File: src/rtl/uart_rx_pkg.sv
package uart_rx_pkg;

   typedef enum logic [1:0] {
      PAR_NONE = 2'd0,
      PAR_EVEN = 2'd1,
      PAR_ODD  = 2'd2,
      PAR_ZERO = 2'd3
   } par_mode_e;

   typedef enum logic [2:0] {
      ST_IDLE,
      ST_START,
      ST_DATA,
      ST_PAR,
      ST_STOP
   } rx_state_e;

   // Returns 1 when the received parity bit disagrees with the mode.
   function automatic logic par_mismatch(input par_mode_e mode,
                                         input logic      data_xor,
                                         input logic      pbit);
      logic bad;
      case (mode)
         PAR_EVEN: bad = data_xor ^ pbit;
         PAR_ODD:  bad = ~(data_xor ^ pbit);
         PAR_ZERO: bad = pbit;
         default:  bad = 1'b0;
      endcase
      return bad;
   endfunction

endpackage

File: src/rtl/uart_rx_sync.sv
module uart_rx_sync #(
   parameter int STAGES = 2
) (
   input  logic clk,
   input  logic rst_n,
   input  logic din,
   output logic dout
);
   logic [STAGES-1:0] chain;

   generate
      if (STAGES == 1) begin : g_single
         always_ff @(posedge clk) begin
            if (!rst_n) chain <= 1'b1;
            else        chain <= din;
         end
      end else begin : g_multi
         always_ff @(posedge clk) begin
            if (!rst_n) chain <= '1;
            else        chain <= {chain[STAGES-2:0], din};
         end
      end
   endgenerate

   assign dout = chain[STAGES-1];
endmodule

File: src/rtl/uart_rx_timer.sv
module uart_rx_timer #(
   parameter int TICKS_PER_BIT = 16
) (
   input  logic clk,
   input  logic rst_n,
   input  logic tick,
   input  logic clr,
   output logic half_hit,
   output logic full_hit
);
   localparam int CNT_W = (TICKS_PER_BIT > 1) ? $clog2(TICKS_PER_BIT) : 1;
   localparam int HALF  = TICKS_PER_BIT / 2;

   logic [CNT_W-1:0] cnt;

   assign half_hit = tick && (cnt == CNT_W'(HALF - 1));
   assign full_hit = tick && (cnt == CNT_W'(TICKS_PER_BIT - 1));

   always_ff @(posedge clk) begin
      if (!rst_n)        cnt <= '0;
      else if (clr)      cnt <= '0;
      else if (full_hit) cnt <= '0;
      else if (tick)     cnt <= cnt + 1'b1;
   end
endmodule

File: src/rtl/uart_rx_frame.sv
module uart_rx_frame
   import uart_rx_pkg::*;
#(
   parameter int DATA_BITS = 8
) (
   input  logic                 clk,
   input  logic                 rst_n,
   input  logic                 rx_en,
   input  logic                 tick,
   input  logic                 line_s,
   input  logic                 half_hit,
   input  logic                 full_hit,
   input  logic [1:0]           parity_sel,
   output logic                 timer_clr,
   output logic [DATA_BITS-1:0] buf_q,
   output logic                 done_q,
   output logic                 err_q,
   output logic                 perr_q,
   output logic                 ferr_q
);
   localparam int IDX_W = (DATA_BITS > 1) ? $clog2(DATA_BITS) : 1;

   rx_state_e            state;
   logic [IDX_W-1:0]     bit_idx;
   logic [DATA_BITS-1:0] shreg;
   logic                 par_bit;
   par_mode_e            mode;
   logic                 pe_now;
   logic                 fe_now;
   logic                 start_ok;

   assign mode     = par_mode_e'(parity_sel);
   assign pe_now   = par_mismatch(mode, ^shreg, par_bit);
   assign fe_now   = ~line_s;
   assign start_ok = (state == ST_START) && half_hit && !line_s;

   // Timer restarts while idle, while disabled and on start acceptance.
   assign timer_clr = !rx_en || (state == ST_IDLE) || start_ok;

   always_ff @(posedge clk) begin
      if (!rst_n) begin
         state   <= ST_IDLE;
         bit_idx <= '0;
         shreg   <= '0;
         par_bit <= 1'b0;
         buf_q   <= '0;
         done_q  <= 1'b0;
         err_q   <= 1'b0;
         perr_q  <= 1'b0;
         ferr_q  <= 1'b0;
      end else begin
         done_q <= 1'b0;
         err_q  <= 1'b0;
         if (!rx_en) begin
            state <= ST_IDLE;
         end else begin
            case (state)
               ST_IDLE: begin
                  if (tick && !line_s) state <= ST_START;
               end
               ST_START: begin
                  if (half_hit) begin
                     bit_idx <= '0;
                     par_bit <= 1'b0;
                     state   <= line_s ? ST_IDLE : ST_DATA;
                  end
               end
               ST_DATA: begin
                  if (full_hit) begin
                     shreg <= {line_s, shreg[DATA_BITS-1:1]};
                     if (bit_idx == IDX_W'(DATA_BITS - 1)) begin
                        state <= (mode == PAR_NONE) ? ST_STOP : ST_PAR;
                     end else begin
                        bit_idx <= bit_idx + 1'b1;
                     end
                  end
               end
               ST_PAR: begin
                  if (full_hit) begin
                     par_bit <= line_s;
                     state   <= ST_STOP;
                  end
               end
               ST_STOP: begin
                  if (full_hit) begin
                     buf_q  <= shreg;
                     perr_q <= pe_now;
                     ferr_q <= fe_now;
                     done_q <= !(pe_now || fe_now);
                     err_q  <= pe_now || fe_now;
                     state  <= ST_IDLE;
                  end
               end
               default: state <= ST_IDLE;
            endcase
         end
      end
   end
endmodule

File: src/rtl/uart_rx_core.sv
module uart_rx_core #(
   parameter int DATA_BITS     = 8,
   parameter int TICKS_PER_BIT = 16,
   parameter int SYNC_STAGES   = 2
) (
   input  logic                 clk,
   input  logic                 rst_n,
   input  logic                 rx_en,
   input  logic                 baud_tick,
   input  logic [1:0]           parity_sel,
   input  logic                 rx_line,
   output logic [DATA_BITS-1:0] rx_data,
   output logic                 rx_done_irq,
   output logic                 rx_err_irq,
   output logic                 parity_err,
   output logic                 frame_err
);
   generate
      if (TICKS_PER_BIT < 4 || TICKS_PER_BIT > 32) begin : g_bad_tpb
         $error("TICKS_PER_BIT must lie in 4..32");
      end
      if (DATA_BITS < 5 || DATA_BITS > 9) begin : g_bad_dw
         $error("DATA_BITS must lie in 5..9");
      end
      if (SYNC_STAGES < 1) begin : g_bad_sync
         $error("SYNC_STAGES must be at least 1");
      end
   endgenerate

   logic line_s;
   logic half_hit;
   logic full_hit;
   logic timer_clr;

   uart_rx_sync #(.STAGES(SYNC_STAGES)) u_sync (
      .clk  (clk),
      .rst_n(rst_n),
      .din  (rx_line),
      .dout (line_s)
   );

   uart_rx_timer #(.TICKS_PER_BIT(TICKS_PER_BIT)) u_timer (
      .clk     (clk),
      .rst_n   (rst_n),
      .tick    (baud_tick),
      .clr     (timer_clr),
      .half_hit(half_hit),
      .full_hit(full_hit)
   );

   uart_rx_frame #(.DATA_BITS(DATA_BITS)) u_frame (
      .clk       (clk),
      .rst_n     (rst_n),
      .rx_en     (rx_en),
      .tick      (baud_tick),
      .line_s    (line_s),
      .half_hit  (half_hit),
      .full_hit  (full_hit),
      .parity_sel(parity_sel),
      .timer_clr (timer_clr),
      .buf_q     (rx_data),
      .done_q    (rx_done_irq),
      .err_q     (rx_err_irq),
      .perr_q    (parity_err),
      .ferr_q    (frame_err)
   );
endmodule

File: config.mk
export PLATFORM = sky130hd
export DESIGN_NAME = uart_rx_core
export DESIGN_NICKNAME = d
export VERILOG_FILES = /design/src/rtl/uart_rx_pkg.sv /design/src/rtl/uart_rx_sync.sv /design/src/rtl/uart_rx_timer.sv /design/src/rtl/uart_rx_frame.sv /design/src/rtl/uart_rx_core.sv
export SDC_FILE = /design/constraint.sdc
export NUM_CORES = 1
export LEC_CHECK = 0
export BUFFER_PORTS_ARGS = -buffer_cell sky130_fd_sc_hd__buf_2
export CAP_MARGIN = 10
export CORE_MARGIN = 2
export CORE_UTILIZATION = 59
export CTS_BUF_LIST = sky130_fd_sc_hd__clkbuf_2 sky130_fd_sc_hd__clkbuf_4 sky130_fd_sc_hd__clkbuf_8
export CTS_CLUSTER_DIAMETER = 30
export DETAILED_ROUTE_END_ITERATION = 10
export GPL_TIMING_DRIVEN = 0
export PLACE_DENSITY = 0.81
export SLEW_MARGIN = 30
export SYNTH_ARGS = -nofsm -noshare
export SYNTH_HDL_FRONTEND = slang
export SYNTH_SLANG_ARGS = --single-unit
File: constraint.sdc
create_clock -name clk -period 2.3 [get_ports clk]
set_input_delay 0.46 -clock clk [delete_from_list [all_inputs] [get_ports clk]]
set_output_delay 0.46 -clock clk [all_outputs]
set_load 0.02 [all_outputs]
==> out/summary.txt, run 1 <==
largest net degree at the start of global routing: 11
dpl ws: 383 ps
CTS clk-pin slew, worst paths: 100 ps
leakage: 0.000741 uW
Worst Skew: 6.69 ps
DR pass1 iterations: 4
P&R area growth vs syn: 13.8%
gr usage total: 22.2%
register area share after synthesis: 43.0%
initial drt markers: 21
Worst slew margin: 62.0%
Critical Path Source: u_frame.state[2]$_SDFFE_PN0P_
Setup Crit Path Kind: reg -> reg
CTS Hold Buffers Added: 0
postcts setup bufs: 0
Internal: 859 uW
post-synthesis register bit count: 33
fin. max-slew vios: 0
Clock power frac: 43.2%
clock buffer depth: 2
Cells after DPL: 219
syn nets: 182
Worst Hold Endpoint: u_sync.chain[0]$_SDFF_PN1_
Mapped Area: 0.00154 sq mm
Sink Count: 33
WHS Path Cells: 2
post_cts resized: 0
Vias: 1256
fmax: 528 MHz
Port Buffers: 17
Hold Fails Final Rpt: 0
net switching power: 210 uW
Tcrit/Tclk final: 82.3%
max-cap viol count: 0
status: finished, final reports clean
CP cell instances: clkbuf_1 -> nor2_1 -> nand4_1 -> mux2i_1 -> nor2b_1
most frequent cells in the layout: 33 x dfxtp_1, 31 x nand2_1, 17 x buf_2
Avg Vias per Cell: 5.53
# diodes: 0
Initial Util: 62.0%
FF+latch area: 661 sq um
HPWL after detailed placement: 2150 microns
number of fill cells: 201
row cnt: 18
first-pass GRT wire length: 4710 microns
worst hold start: rx_line
Hold Path Class: in -> reg
Ports: 19
Yosys cell types: 32
Crit Path Max Fanout: 10
Root Driver: clkbuf_4
r2r endpoint: u_frame.shreg[2]$_SDFFE_PN0P_
DRT antenna net count: 0
slowest CP cell: nand4_1
Die X: 55.0 microns
VDD IR-drop max: 650 uV
Die ar.: 0.00303 sq mm
Startpoint Class: flop
Power Density: 612 mW/mm^2
Crit path required time: 2530 ps
RSZ-0062 raised after global routing: no
GPL Wtd Cong: 0.841
share of layout cells above drive strength 1: 14.2%
path depth of the worst reg2reg path: 5
DRC: 0
area of the multi-input gates: 828 sq um
Congestion Overflow GR: 0
CTS tree: yes
fin nets: 206
Cells after Synth: 172
post-route cell area: 0.00175 sq mm
CP arrival: 2130 ps
Final min period: 1890 ps
mean post-synth cell area: 8.93 sq um
total clock buffers created by CTS: 5
Core Box Area: 0.00248 sq mm
Finished Layout Cells: 227
Post-DP Area: 0.00166 sq mm
CP peak stage delay: 510 ps
final WL: 2930 microns
vias in the first global route: 1109
Yosys Warn Count: 0
# setup viols final: 0
die height: 55.0 microns
Gate power share: 3.1%
initial antenna violation count: 0
worst-margin pin slew: 568 ps
R2R Setup Slk: 410 ps
worst setup margin: 407 ps
sequential share of power: 53.7%
RR Startpoint: u_frame.state[2]$_SDFFE_PN0P_
Avg WL per Cell: 12.9 microns
Sw Ratio: 19.6%
worst-skew pair later-pin latency: 330 ps
crit path capture type: flop
commonest non-fill, non-tap cell in the layout: dfxtp_1
H-tree depth: 2
Final TNS setup: 0 ps
==> Yosys cell counts, drive strengths merged <==
master	count	area, sq um
and4	3	26.3
o31ai	1	7.51
a221oi	1	15.0
a21oi	5	25.0
nor3b	1	7.51
or3b	1	8.76
a21o	2	15.0
nor3	3	15.0
o21bai	1	7.51
nor2	10	37.5
mux4	1	22.5
nand2b	3	18.8
nand4	5	31.3
nand3b	1	7.51
dfxtp	33	661
a21boi	11	82.6
o32ai	1	8.76
xnor2	7	61.3
nor2b	11	68.8
clkbuf	9	35.0
o211a	1	10.0
inv	3	11.3
mux2i	11	110
and3	1	6.26
ha	3	37.5
o2bb2ai	1	8.76
nor4bb	1	10.0
xor2	3	26.3
o21ai	6	30.0
or3	1	6.26
nand2	31	116
==> worst max-delay path, delay by kind of cell, from the launching register on <==
kind	cells	cell delay, ps
muxes	1	330
DFF	1	350
buffers and inverters	1	230
and+or+nand+nor	3	880
==> worst max-delay path by stage <==
stage / end / depth (start not counted)
2_1_floorplan: u_frame.state[2]$_SDFFE_PN0P_ / 6
3_3_place_gp: u_frame.ferr_q$_SDFFE_PN0P_ / 6
3_5_place_dp: u_frame.buf_q[3]$_SDFFE_PN0P_ / 6
4_1_cts: u_frame.shreg[2]$_SDFFE_PN0P_ / 5
5_1_grt: u_frame.perr_q$_SDFFE_PN0P_ / 6
6_report: u_frame.shreg[2]$_SDFFE_PN0P_ / 5
==> cell type report <==
type | count | area share, %
clock inverter | 1 | 1.72
timing repair buffer | 17 | 4.87
sequential | 33 | 37.8
buffer | 9 | 2.01
clock buffer | 7 | 3.37
multi-input combinational | 127 | 47.4
inverter | 3 | 0.645
tap | 30 | 2.15
==> state kept, by name (all words and copies together), names as in the netlist <==
name,cells
u_frame.bit_idx,3
u_frame.buf_q,8
u_frame.done_q,1
u_frame.err_q,1
u_frame.ferr_q,1
u_frame.par_bit,1
u_frame.perr_q,1
u_frame.shreg,8
u_frame.state,3
u_sync.chain,2
u_timer.cnt,4
==> power groups by stage <==
stage | registers, uW | logic [uW] | clock network (uW)
floorplan | 587 | 20.8 | 0
detailed placement | 588 | 32.3 | 0
global placement | 588 | 31.7 | 0
global route | 575 | 36.4 | 491
CTS | 574 | 32.7 | 470
finish | 574 | 32.8 | 462
==> kinds of logic (layout without fill, tap and decap cells) <==
family,count (synthesis),in the layout,share of synthesized area (%)
AOI/OAI and AO/OA,30,30,13.7
xor gates and xnor gates,10,10,5.71
adders and majority gates,3,3,2.45
buffers and inverters,12,37,3.02
DFF,33,33,43.0
muxes,12,12,8.64
and+or+nand+nor,72,72,23.5
==> layer usage <==
metal  vias up  global-route usage [%]  part of all wire (%)
met5         -                       0                     0
met4         0                    9.76                   1.6
met3         7                    5.65                   4.4
met2        30                    35.7                    44
met1       577                    28.0                    50
li1        642                       -                     -
==> stage by stage <==
stage	util, %	hold slack (ps)	total power [uW]
detailed placement	66.9	392	620
floorplan	-	386	608
global route	70.5	302	1100
finish	70.5	301	1070
CTS	70.5	293	1080
global placement	66.9	392	619
Note: power is estimated with default switching activity, not from simulation.
==> inputs of run 2 (changes only) <==
CORE_UTILIZATION = 53   (was 59)
PLACE_DENSITY = 0.77   (was 0.81)
clock period = 1.6 ns   (was 2.3 ns; I/O delays follow)
==> out/summary.txt, run 2 (same netlist as run 1, synthesis figures left out) <==
Worst Skew: 11.1 ps (+4.44 ps)
CTS clk-pin slew, worst paths: 100 ps (about the same)
leakage: 0.000825 uW (+11%)
Avg Vias per Cell: 5.72 (+3.3%)
Hold Fails Final Rpt: 0 (unchanged)
Root Driver: clkbuf_4
DR pass1 iterations: 4 (unchanged)
number of fill cells: 191 (-5.0%)
Initial Util: 55.7% (-6.3 points)
top flop regs: u_frame.buf_q (8), u_frame.shreg (8), u_timer.cnt (4)
failing checks: setup timing
first-pass GRT wire length: 5430 microns (+15%)
total clock buffers created by CTS: 5 (unchanged)
Tcrit/Tclk final: 108% (+26 points)
largest net degree at the start of global routing: 11 (unchanged)
r2r endpoint: u_frame.done_q$_SDFF_PN0_
Clock power frac: 43.2% (about the same)
net switching power: 303 uW (+44%)
RR Startpoint: u_frame.shreg[0]$_SDFFE_PN0P_
R2R Setup Slk: -130 ps (-530 ps)
worst hold start: rx_line
status: finished, violations left
VDD IR-drop max: 801 uV (+23%)
Startpoint Class: flop
Sink Count: 33 (unchanged)
fin nets: 214 (+3.9%)
Final min period: 1730 ps (-167 ps)
CP arrival: 1950 ps (-180 ps)
sequential share of power: 53.3% (-0.4 points)
Crit Path Max Fanout: 3 (-7)
# setup viols final: 4 (+4)
max-cap viol count: 0 (unchanged)
worst-skew pair later-pin latency: 330 ps (about the same)
worst-margin pin slew: 382 ps (-186 ps)
GPL Wtd Cong: 0.915 (+8.9%)
dpl ws: -263 ps (-646 ps)
P&R area growth vs syn: 32.3%
initial drt markers: 48 (+130%)
Hold Path Class: in -> reg
CTS tree: yes
fin. max-slew vios: 0 (unchanged)
HPWL after detailed placement: 2150 microns (-0.12%)
vias in the first global route: 1296 (+17%)
# diodes: 0 (unchanged)
Port Buffers: 17 (unchanged)
Sw Ratio: 19.8% (+0.14 points)
Ports: 19 (unchanged)
CTS Hold Buffers Added: 0 (unchanged)
path depth of the worst reg2reg path: 5 (unchanged)
Worst Hold Endpoint: u_sync.chain[0]$_SDFF_PN1_
post-route cell area: 0.00203 sq mm (+16%)
final WL: 3570 microns (+22%)
Setup Crit Path Kind: reg -> reg
gr usage total: 21.0% (-1.2 points)
H-tree depth: 2 (unchanged)
Hold WS: 177 ps (-124 ps)
crit path capture type: flop
Core Box Area: 0.00276 sq mm (+11%)
RSZ-0062 raised after global routing: yes
DRT antenna net count: 0 (unchanged)
initial antenna violation count: 0 (unchanged)
Die ar.: 0.00334 sq mm (+10%)
Worst slew margin: 74.6% (+13 points)
Crit path required time: 1820 ps (-710 ps)
Gate power share: 3.5% (+0.4 points)
Die X: 57.8 microns (+5.1%)
WHS Path Cells: 2 (unchanged)
commonest non-fill, non-tap cell in the layout: nand2_1
Power Density: 754 mW/mm^2 (+23%)
fmax: 579 MHz (+9.7%)
Avg WL per Cell: 15.1 microns (+17%)
Critical Path Source: u_frame.shreg[0]$_SDFFE_PN0P_
Finished Layout Cells: 236 (+4.0%)
share of layout cells above drive strength 1: 37.1% (+23 points)
Internal: 1230 uW (+43%)
Post-DP Area: 0.00166 sq mm (+0.23%)
Cells after DPL: 220 (+0.46%)
most frequent cells in the layout: 31 x nand2_1, 19 x dfxtp_1, 17 x buf_2
Vias: 1349 (+7.4%)
die height: 57.8 microns (+5.1%)
worst setup margin: -126 ps (-533 ps)
Congestion Overflow GR: 0 (unchanged)
clock buffer depth: 2 (unchanged)
DRC: 0 (unchanged)
row cnt: 19 (+1)
[run 2: layer usage]
metal  wire length (microns)  up-vias  global-route usage (%)  share of wire (%)
li1                        -      661                       -                  -
met1                    1570      637                    26.0                 44
met2                    1760       43                    33.8                 49
met3                     177        8                    7.14                5.0
met4                      62        0                    8.31                1.7
met5                       0        -                       0                  0
[run 2: worst max-delay path by stage]
| stage | slack (ps) | depth (start not counted) | to |
|---|---|---|---|
| after floorplan | -20 | 5 | u_frame.done_q$_SDFF_PN0_ |
| after global placement | -230 | 5 | u_frame.shreg[4]$_SDFFE_PN0P_ |
| after detailed placement | -260 | 5 | u_frame.shreg[7]$_SDFFE_PN0P_ |
| after CTS | -140 | 5 | u_frame.done_q$_SDFF_PN0_ |
| after global routing | -180 | 5 | u_frame.done_q$_SDFF_PN0_ |
| final | -130 | 5 | u_frame.done_q$_SDFF_PN0_ |
[run 2: power groups by stage]
stage	Sequential, uW	Combinational, uW	Clock [uW]
floorplan	844	29.8	0
global placement	845	45.3	0
detailed placement	845	46.2	0
CTS	820	49.9	674
global route	817	57.1	715
finish	816	53.1	662
[run 2: cell type report]
type                       count  area [sq um]  area share, %
tap                           31          38.8           1.91
clock buffer                   7          58.8           2.90
clock inverter                 1          30.0           1.48
sequential                    33           693           34.1
inverter                       3          11.3          0.555
timing repair buffer          27           164           8.07
buffer                         7          37.5           1.85
multi-input combinational    127           997           49.1
[run 2: what timing repair did]
| action | in CTS | in global routing |
|---|---|---|
| pin swaps | 17 | 14 |
| hold endpoints to repair | 0 | 0 |
| buffers inserted | 9 | 3 |
| resized for setup | 31 | 30 |
| endpoints found under the setup margin | 24 | 27 |
| gates cloned | 0 | 0 |
[run 2: stage by stage]
stage               power (uW)  util, %  setup TNS [ps]
floorplan                  874        -           -23.5
global placement           890     60.3           -3440
detailed placement         891     60.3           -4220
CTS                       1540     67.8            -410
global route              1590     73.6            -907
finish                    1530     73.6            -317
[run 2: critical path, stage by stage (launching register included)]
cell     delay [ps]
dfxtp_1         350
xnor2_1         200
xnor2_1         160
xnor2_1         170
mux4_2          570
and4_1          170
==> inputs of run 3 (changes only) <==
CORE_UTILIZATION = 51   (was 53)
CTS_BUF_LIST = default   (was sky130_fd_sc_hd__clkbuf_2 sky130_fd_sc_hd__clkbuf_4 sky130_fd_sc_hd__clkbuf_8)
PLACE_DENSITY = 0.74   (was 0.77)
==> out/summary.txt, run 3 (same netlist as run 1, synthesis figures left out) <==
status: finished, violations left
VDD IR-drop max: 639 uV (-20%)
# setup viols final: 5 (+1)
Crit path required time: 1820 ps (about the same)
share of layout cells above drive strength 1: 38.6% (+1.6 points)
Worst slew margin: 76.7% (+2.2 points)
Root Driver: clkbuf_4
HPWL after detailed placement: 2160 microns (+0.80%)
Hold Fails Final Rpt: 0 (unchanged)
initial antenna violation count: 0 (unchanged)
Pwr Total: 1280 uW (-16%)
r2r endpoint: u_frame.done_q$_SDFF_PN0_
Die X: 58.9 microns (+1.8%)
clock buffer depth: 2 (unchanged)
Tcrit/Tclk final: 110% (+2.2 points)
Ports: 19 (unchanged)
DRT antenna net count: 0 (unchanged)
R2R Setup Slk: -160 ps (-40 ps)
fin. max-slew vios: 0 (unchanged)
max-cap viol count: 0 (unchanged)
Avg Vias per Cell: 5.53 (-3.3%)
Hold Path Class: in -> reg
commonest non-fill, non-tap cell in the layout: nand2_1
WHS Path Cells: 2 (unchanged)
Crit Path Max Fanout: 3 (unchanged)
most frequent cells in the layout: 31 x nand2_1, 19 x dfxtp_1, 18 x buf_2
Worst Hold Endpoint: u_sync.chain[0]$_SDFF_PN1_
CTS tree: yes
row cnt: 19 (unchanged)
largest net degree at the start of global routing: 11 (unchanged)
post-route cell area: 0.00198 sq mm (-2.7%)
Setup Crit Path Kind: reg -> reg
first-pass GRT wire length: 5640 microns (+3.9%)
CP arrival: 1980 ps (+30 ps)
worst-skew pair later-pin latency: 320 ps (about the same)
Core Box Area: 0.00281 sq mm (+1.7%)
total clock buffers created by CTS: 5 (unchanged)
fmax: 568 MHz (-2.0%)
DR pass1 iterations: 7 (+3)
# diodes: 0 (unchanged)
Die ar.: 0.00347 sq mm (+3.6%)
fin nets: 218 (+1.9%)
RR Startpoint: u_frame.shreg[1]$_SDFFE_PN0P_
CTS clk-pin slew, worst paths: 100 ps (about the same)
path depth of the worst reg2reg path: 5 (unchanged)
Initial Util: 54.7% (-0.94 points)
Avg WL per Cell: 14.2 microns (-5.9%)
worst-margin pin slew: 349 ps (-32.7 ps)
die height: 58.9 microns (+1.8%)
Worst Skew: 7.90 ps (-3.23 ps)
crit path capture type: flop
H-tree depth: 2 (unchanged)
CTS Hold Buffers Added: 0 (unchanged)
GPL Wtd Cong: 0.824 (-10%)
vias in the first global route: 1269 (-2.1%)
Power Density: 648 mW/mm^2 (-14%)
top flop regs: u_frame.buf_q (8), u_frame.shreg (8), u_timer.cnt (4)
failing checks: setup timing
Vias: 1316 (-2.4%)
Startpoint Class: flop
leakage: 0.000829 uW (+0.51%)
final WL: 3390 microns (-5.1%)
Sink Count: 33 (unchanged)
worst setup margin: -162 ps (-35.8 ps)
Congestion Overflow GR: 0 (unchanged)
RSZ-0062 raised after global routing: yes
P&R area growth vs syn: 28.7%
worst hold start: rx_line
initial drt markers: 49 (+2.1%)
Post-DP Area: 0.00166 sq mm (unchanged)
Final min period: 1760 ps (+35.8 ps)
gr usage total: 22.0% (+0.97 points)
Port Buffers: 17 (unchanged)
DRC: 0 (unchanged)
[run 3: critical path, stage by stage, from the launching register on]
cell,delay [ps]
dfxtp_4,380
xnor2_4,150
xnor2_2,210
xnor2_2,140
mux4_2,570
and4_1,200
[run 3: how the worst max path moves through the flow]
stage                                        startpoint  slack [ps]  depth (start not counted)                             to
after floorplan           u_frame.shreg[2]$_SDFFE_PN0P_         -20                          5      u_frame.done_q$_SDFF_PN0_
after global placement    u_frame.state[2]$_SDFFE_PN0P_        -220                          5  u_frame.shreg[5]$_SDFFE_PN0P_
after detailed placement    u_timer.cnt[0]$_SDFFE_PP0P_        -270                          6    u_frame.ferr_q$_SDFFE_PN0P_
after CTS                 u_frame.shreg[3]$_SDFFE_PN0P_        -160                          5      u_frame.done_q$_SDFF_PN0_
after global routing      u_frame.shreg[1]$_SDFFE_PN0P_        -220                          5      u_frame.done_q$_SDFF_PN0_
final                     u_frame.shreg[1]$_SDFFE_PN0P_        -160                          5      u_frame.done_q$_SDFF_PN0_
[run 3: area by class of cell]
| type | instances | area (sq um) |
|---|---|---|
| Clock buffer | 5 | 37.5 |
| Clock inverter | 1 | 5.00 |
| Timing Repair Buffer | 31 | 190 |
| Inverter | 3 | 11.3 |
| Multi-Input combinational cell | 127 | 973 |
| Sequential cell | 33 | 681 |
| Tap cell | 31 | 38.8 |
| Fill cell | 211 | 830 |
| Buffer | 7 | 38.8 |
[run 3: where the power goes]
part	switching, uW	internal, uW
clock network	252	152
logic	27.4	23.6
registers	3.89	822
total	284	997
[run 3: routing by layer]
| layer | vias to the layer above | global-route usage (%) | part of all wire [%] |
|---|---|---|---|
| met5 | - | 0 | 0 |
| li1 | 664 | - | - |
| met2 | 27 | 37.0 | 51 |
| met4 | 0 | 9.42 | 2.1 |
| met3 | 7 | 6.59 | 3.3 |
| met1 | 618 | 25.9 | 43 |
[run 3: what timing repair did]
| item | CTS | global route |
|---|---|---|
| setup endpoints to repair | 27 | 30 |
| buffers inserted | 7 | 7 |
| pin swaps | 13 | 8 |
| resized for setup | 32 | 22 |
[run 3: stage by stage]
step	cells	TNS, ps	worst slack, ps	util, %	hold WS, ps
final	238	-474	-162	70.4	185
after global placement	220	-3780	-224	59.2	397
after CTS	231	-463	-160	65.7	176
after floorplan	172	-23.5	-23.5	-	386
after detailed placement	220	-4870	-275	59.2	404
after global routing	238	-818	-221	70.4	170
